File: config.mk
export PLATFORM = sky130hd
export DESIGN_NAME = cond_xchg
export DESIGN_NICKNAME = d
export VERILOG_FILES = /design/src/rtl/cond_xchg_pkg.sv /design/src/rtl/cond_rst_sync.sv /design/src/rtl/cond_live_reg.sv /design/src/rtl/cond_snap_reg.sv /design/src/rtl/cond_lane.sv /design/src/rtl/cond_xchg.sv
export SDC_FILE = /design/constraint.sdc
export NUM_CORES = 1
export LEC_CHECK = 0
export BUFFER_PORTS_ARGS = -buffer_cell sky130_fd_sc_hd__buf_4
export CORE_MARGIN = 2
export CORE_UTILIZATION = 55
export DETAILED_ROUTE_END_ITERATION = 6
export GPL_TIMING_DRIVEN = 0
export PLACE_DENSITY = 0.75
export SKIP_CTS_REPAIR_TIMING = 1
export SYNTH_ARGS = -nofsm -noshare
export SYNTH_HDL_FRONTEND = slang
export SYNTH_HIERARCHICAL = 1
export SYNTH_SLANG_ARGS = --single-unit
File: constraint.sdc
create_clock -name clk -period 3.9 [get_ports clk]
set_input_delay 0.78 -clock clk [delete_from_list [all_inputs] [get_ports clk]]
set_output_delay 0.78 -clock clk [all_outputs]
set_load 0.005 [all_outputs]
File: src/rtl/cond_xchg_pkg.sv
package cond_xchg_pkg;

  localparam int unsigned COND_NUM_DEFAULT = 32;
  localparam int unsigned RST_STAGES_DEFAULT = 2;

  function automatic int unsigned idx_width(input int unsigned n);
    if (n <= 1) return 1;
    return $clog2(n);
  endfunction

endpackage

File: src/rtl/cond_rst_sync.sv
module cond_rst_sync #(
  parameter int unsigned STAGES = cond_xchg_pkg::RST_STAGES_DEFAULT
) (
  input  logic clk,
  input  logic rst_n,
  output logic rst_core_n
);

  logic [STAGES-1:0] sync_q;
  logic [STAGES-1:0] sync_d;

  always_comb begin
    sync_d = {sync_q[STAGES-2:0], 1'b1};
  end

  always_ff @(posedge clk or negedge rst_n) begin
    if (!rst_n) sync_q <= '0;
    else        sync_q <= sync_d;
  end

  assign rst_core_n = sync_q[STAGES-1];

endmodule

File: src/rtl/cond_live_reg.sv
module cond_live_reg #(
  parameter int unsigned NUM = cond_xchg_pkg::COND_NUM_DEFAULT,
  localparam int unsigned IW = cond_xchg_pkg::idx_width(NUM)
) (
  input  logic          clk,
  input  logic          rst_n,
  input  logic          wr_en,
  input  logic [IW-1:0] wr_idx,
  input  logic          wr_val,
  output logic [NUM-1:0] live_q
);

  logic [NUM-1:0] hit;
  logic [NUM-1:0] live_d;
  logic           live_ce;

  for (genvar i = 0; i < NUM; i++) begin : g_bit
    always_comb begin
      hit[i]    = wr_en && (wr_idx == IW'(i));
      live_d[i] = hit[i] ? wr_val : live_q[i];
    end
  end

  assign live_ce = |hit;

  always_ff @(posedge clk or negedge rst_n) begin
    if (!rst_n)       live_q <= '0;
    else if (live_ce) live_q <= live_d;
  end

endmodule

File: src/rtl/cond_snap_reg.sv
module cond_snap_reg #(
  parameter int unsigned NUM = cond_xchg_pkg::COND_NUM_DEFAULT,
  localparam int unsigned IW = cond_xchg_pkg::idx_width(NUM)
) (
  input  logic           clk,
  input  logic           rst_n,
  input  logic           upd,
  input  logic [NUM-1:0] live_i,
  input  logic [IW-1:0]  rd_idx,
  output logic           rd_val,
  output logic [NUM-1:0] img_q
);

  logic [NUM-1:0] img_d;

  always_comb begin
    img_d = live_i;
  end

  always_ff @(posedge clk or negedge rst_n) begin
    if (!rst_n)   img_q <= '0;
    else if (upd) img_q <= img_d;
  end

  always_comb begin
    rd_val = 1'b0;
    for (int i = 0; i < NUM; i++) begin
      if (rd_idx == IW'(i)) rd_val = img_q[i];
    end
  end

endmodule

File: src/rtl/cond_lane.sv
module cond_lane #(
  parameter int unsigned NUM = cond_xchg_pkg::COND_NUM_DEFAULT,
  localparam int unsigned IW = cond_xchg_pkg::idx_width(NUM)
) (
  input  logic           clk,
  input  logic           rst_n,
  input  logic           wr_en,
  input  logic [IW-1:0]  wr_idx,
  input  logic           wr_val,
  input  logic           upd,
  input  logic [IW-1:0]  rd_idx,
  output logic           rd_val,
  output logic [NUM-1:0] live_o,
  output logic [NUM-1:0] img_o
);

  cond_live_reg #(.NUM(NUM)) u_live (
    .clk    (clk),
    .rst_n  (rst_n),
    .wr_en  (wr_en),
    .wr_idx (wr_idx),
    .wr_val (wr_val),
    .live_q (live_o)
  );

  cond_snap_reg #(.NUM(NUM)) u_snap (
    .clk    (clk),
    .rst_n  (rst_n),
    .upd    (upd),
    .live_i (live_o),
    .rd_idx (rd_idx),
    .rd_val (rd_val),
    .img_q  (img_o)
  );

endmodule

File: src/rtl/cond_xchg.sv
module cond_xchg #(
  parameter int unsigned NUM = cond_xchg_pkg::COND_NUM_DEFAULT,
  parameter int unsigned RST_STAGES = cond_xchg_pkg::RST_STAGES_DEFAULT,
  localparam int unsigned IW = cond_xchg_pkg::idx_width(NUM)
) (
  input  logic          clk,
  input  logic          rst_n,
  input  logic          a_wr_en,
  input  logic [IW-1:0] a_wr_idx,
  input  logic          a_wr_val,
  input  logic          a_upd,
  input  logic [IW-1:0] a_rd_idx,
  output logic          a_rd_val,
  input  logic          b_wr_en,
  input  logic [IW-1:0] b_wr_idx,
  input  logic          b_wr_val,
  input  logic          b_upd,
  input  logic [IW-1:0] b_rd_idx,
  output logic          b_rd_val
);

  logic           rst_core_n;
  logic [NUM-1:0] ab_live;
  logic [NUM-1:0] ab_img;
  logic [NUM-1:0] ba_live;
  logic [NUM-1:0] ba_img;

  cond_rst_sync #(.STAGES(RST_STAGES)) u_rst (
    .clk        (clk),
    .rst_n      (rst_n),
    .rst_core_n (rst_core_n)
  );

  // A writes, B refreshes and reads
  cond_lane #(.NUM(NUM)) u_a2b (
    .clk    (clk),
    .rst_n  (rst_core_n),
    .wr_en  (a_wr_en),
    .wr_idx (a_wr_idx),
    .wr_val (a_wr_val),
    .upd    (b_upd),
    .rd_idx (b_rd_idx),
    .rd_val (b_rd_val),
    .live_o (ab_live),
    .img_o  (ab_img)
  );

  // B writes, A refreshes and reads
  cond_lane #(.NUM(NUM)) u_b2a (
    .clk    (clk),
    .rst_n  (rst_core_n),
    .wr_en  (b_wr_en),
    .wr_idx (b_wr_idx),
    .wr_val (b_wr_val),
    .upd    (a_upd),
    .rd_idx (a_rd_idx),
    .rd_val (a_rd_val),
    .live_o (ba_live),
    .img_o  (ba_img)
  );

endmodule

==> flow_summary.toml <==
[run_status]
status = "finished clean"

[worst_setup_path]
worstReg2RegEnd = "u_b2a/u_live/live_q[27]"
worst_path_max_delay_cell = "a211o_1"
r2r_cells = 1
critPathLaunchType = "primary input"
endpoint_kind = "primary output"
cpLargestDelayFamily = "compound AO/OA/AOI/OAI gates"
r2r-start = "u_rst/sync_q[1]"
crit_fanout = 10
cp_num_cells = 9
arrival_ps = 2360
timing.critical_path.buf_inv = 3
r2r_setup_slack_ps = 2700
worstSetupPathType = "in -> out"
crit_chain = "buf_4 > buf_6 > and2b_4 > a221oi_2 > a2111oi_2 > a211o_1 > o221ai_2 > a22oi_2 > buf_4"
max_stage_delay_ps = 300
crit_end = "a_rd_val"
cpMostUsedCell = "buf_4"
required_ps = 3120
critPathLaunch = "a_rd_idx[0]"

[drt]
ant_nets = 0
wl_met1_mm = 5.987
drc = 0
wl_met3_um = 731
via_per_inst = 6.129
postRouteWirelength_mm = 14.62
met2_length_mm = 7.172
drtIter0Drc = 402
vias = 4548
routedWlPerCell_um = 19.70
drt_first_pass_iters = 5
top_layer = "met4"

[cts]
cts.sinks = 130
cts_buffer_depth = 2
cts_made_buffers = 17
htreeDepth = 4
path_clk_slew_ps = 60
clockRootBuffer = "clkbuf_16"
tritoncts = "done"
clk_latency_ps = 420

[timing]
skew_ps = 5.545
fmax_ghz = 0.3184
tightest_slew_ps = 744.6
rsz0062_at_grt = "no"
fin_crit_sh_pct = 80.52
min_period_ps = 3140
hold_viol = 0
relSlewSlack_pct = 50.36
tns_ps = 0
slew_viol_final = 0
setup_viol = 0
fin_ws_ps = 759.7

[global_route]
grt_max_degree = 74
grt_pass1_wl_mm = 24.09
gr-total-overflow = 0
grt.total_usage_pct = 24.83
antenna_found_initial = 0
first_global_vias = 4644

[logic_synthesis]
netlist_instances = 539
syn-cell-area_mm2 = 0.006357
synth_seq_cells = 130
async_reset_ff_share_pct = 100.0
synth-edff-count = 0
ys_seq_area_share_pct = 51.17
syn_avg_cell_area_um2 = 11.79
synthFlopType = "dfrtp_1"
syn_nets = 567
yosysWarnings = 6
synthDistinctLibCells = 46

[power]
ir_worst_vdd_uv = 424.6
p_clk_share_pct = 40.8
seqPwrFrac_pct = 45.0
p_int_mw = 2.984
p_leak_nw = 3.262
netSwitchingFraction_pct = 25.54
p_sw_mw = 1.024
power.density_mw_per_mm2 = 542.8
comb_power_share_pct = 14.3

[placement]
place_inst = 710
place_ws_ps = 826.0
gp_congestion = 0.9859
port_buffers = 27
dp_hpwl_mm = 9.728

[finish]
area_growth_pct = 16.14
multiInputGateArea_mm2 = 0.002877
finalNonFillerCells = 742
final_common_cell = "dfrtp_1"
regArea_mm2 = 0.003257
fillers = 879
nNetsFinal = 614
mostFrequentLayoutCells = "dfrtp_1, mux2_2, nor2_1, nand2_1, buf_4"
drive_gt1_share_pct = 34.39
num_antenna_cells = 0

[floorplanning]
core_area_mm2 = 0.01137
floorplan.rows = 39
initial_utilization_pct = 55.92
fp.dieH_um = 111.5
dieArea_mm2 = 0.01243
io_pins = 30
die_w_um = 111.5

[run]
maxCapViolCount = 0

[worst_hold_path]
min_path_type = "in -> async"
metrics by stage:
| step | util, % | total power, mW | area, um2 | hold WS (ps) |
|---|---|---|---|---|
| 6_report | 64.94 | 4.008 | 7383 | 126.5 |
| 5_1_grt | 64.94 | 4.176 | 7383 | 113.9 |
| 4_1_cts | 64.94 | 4.031 | 7383 | 115.7 |
| 3_5_place_dp | 59.55 | 2.388 | 6770 | 340.3 |
| 3_3_place_gp | 59.27 | 2.346 | 6739 | 336.5 |
| 2_1_floorplan | - | 2.188 | 6357 | 331.2 |
worst min path at each step:
stage | startpoint | endpoint | slack (ps) | cells after the start
2_1_floorplan | u_rst/sync_q[0] | u_rst/sync_q[1] | 330 | 0
3_3_place_gp | u_rst/sync_q[0] | u_rst/sync_q[1] | 340 | 0
3_5_place_dp | u_rst/sync_q[0] | u_rst/sync_q[1] | 340 | 0
4_1_cts | rst_n | u_rst/sync_q[1] | 120 | 1
5_1_grt | rst_n | u_rst/sync_q[1] | 110 | 1
6_report | rst_n | u_rst/sync_q[1] | 130 | 1
synthesized netlist by cell type (6+ instances only):
master | count | share of area, %
nand2b_1 | 10 | 0.98
nor2_1 | 40 | 2.4
dfrtp_1 | 130 | 51
a21oi_1 | 20 | 1.6
nand4b_1 | 6 | 0.83
mux2i_1 | 6 | 0.94
inv_1 | 12 | 0.71
nand3b_1 | 8 | 0.94
o21ai_0 | 16 | 1.3
o22ai_1 | 10 | 0.98
buf_4 | 8 | 0.94
nor3_1 | 10 | 0.79
clkbuf_1 | 14 | 0.83
buf_2 | 8 | 0.63
nor2b_1 | 6 | 0.59
mux2_1 | 10 | 1.8
nand2_1 | 40 | 2.4
nand3_1 | 10 | 0.79
mux2_2 | 112 | 20
area by class of cell:
cell class,count,area share [%]
plain buffers,34,2.474
clock buffers,20,6.185
clock inverters,12,2.118
inverters,12,0.6101
multi-input cells,363,38.96
flip-flops and latches,130,44.11
well taps,143,2.423
repair buffers,28,3.118
layer usage:
layer | up-vias | global-route usage [%]
met4 | 0 | 14.57
met1 | 2260 | 30.82
met3 | 60 | 5.389
met2 | 176 | 40.24
li1 | 2052 | -
met5 | - | 0
power groups by stage:
stage / clock, mW / sequential, mW / combinational (mW)
after floorplan: 0 / 1.77 / 0.422
after global placement: 0 / 1.83 / 0.520
after detailed placement: 0 / 1.82 / 0.564
after CTS: 1.66 / 1.80 / 0.568
after global routing: 1.71 / 1.84 / 0.620
final: 1.63 / 1.80 / 0.572
registers in the layout, indices dropped and copies added, names as in the netlist:
register / cells
u_a2b/u_snap/img_q: 32
u_b2a/u_live/live_q: 32
u_b2a/u_snap/img_q: 32
u_a2b/u_live/live_q: 32
u_rst/sync_q: 2
logic make-up after synthesis:
logic type             after synthesis  share of synthesized area, %
AOI/OAI and AO/OA                   80                         8.935
buffers and inverters               46                         3.582
DFF                                130                         51.17
muxes                              130                         23.03
other                                1                       0.05899
and+or+nand+nor                    152                         13.23
(Power assumes the default switching activity.)
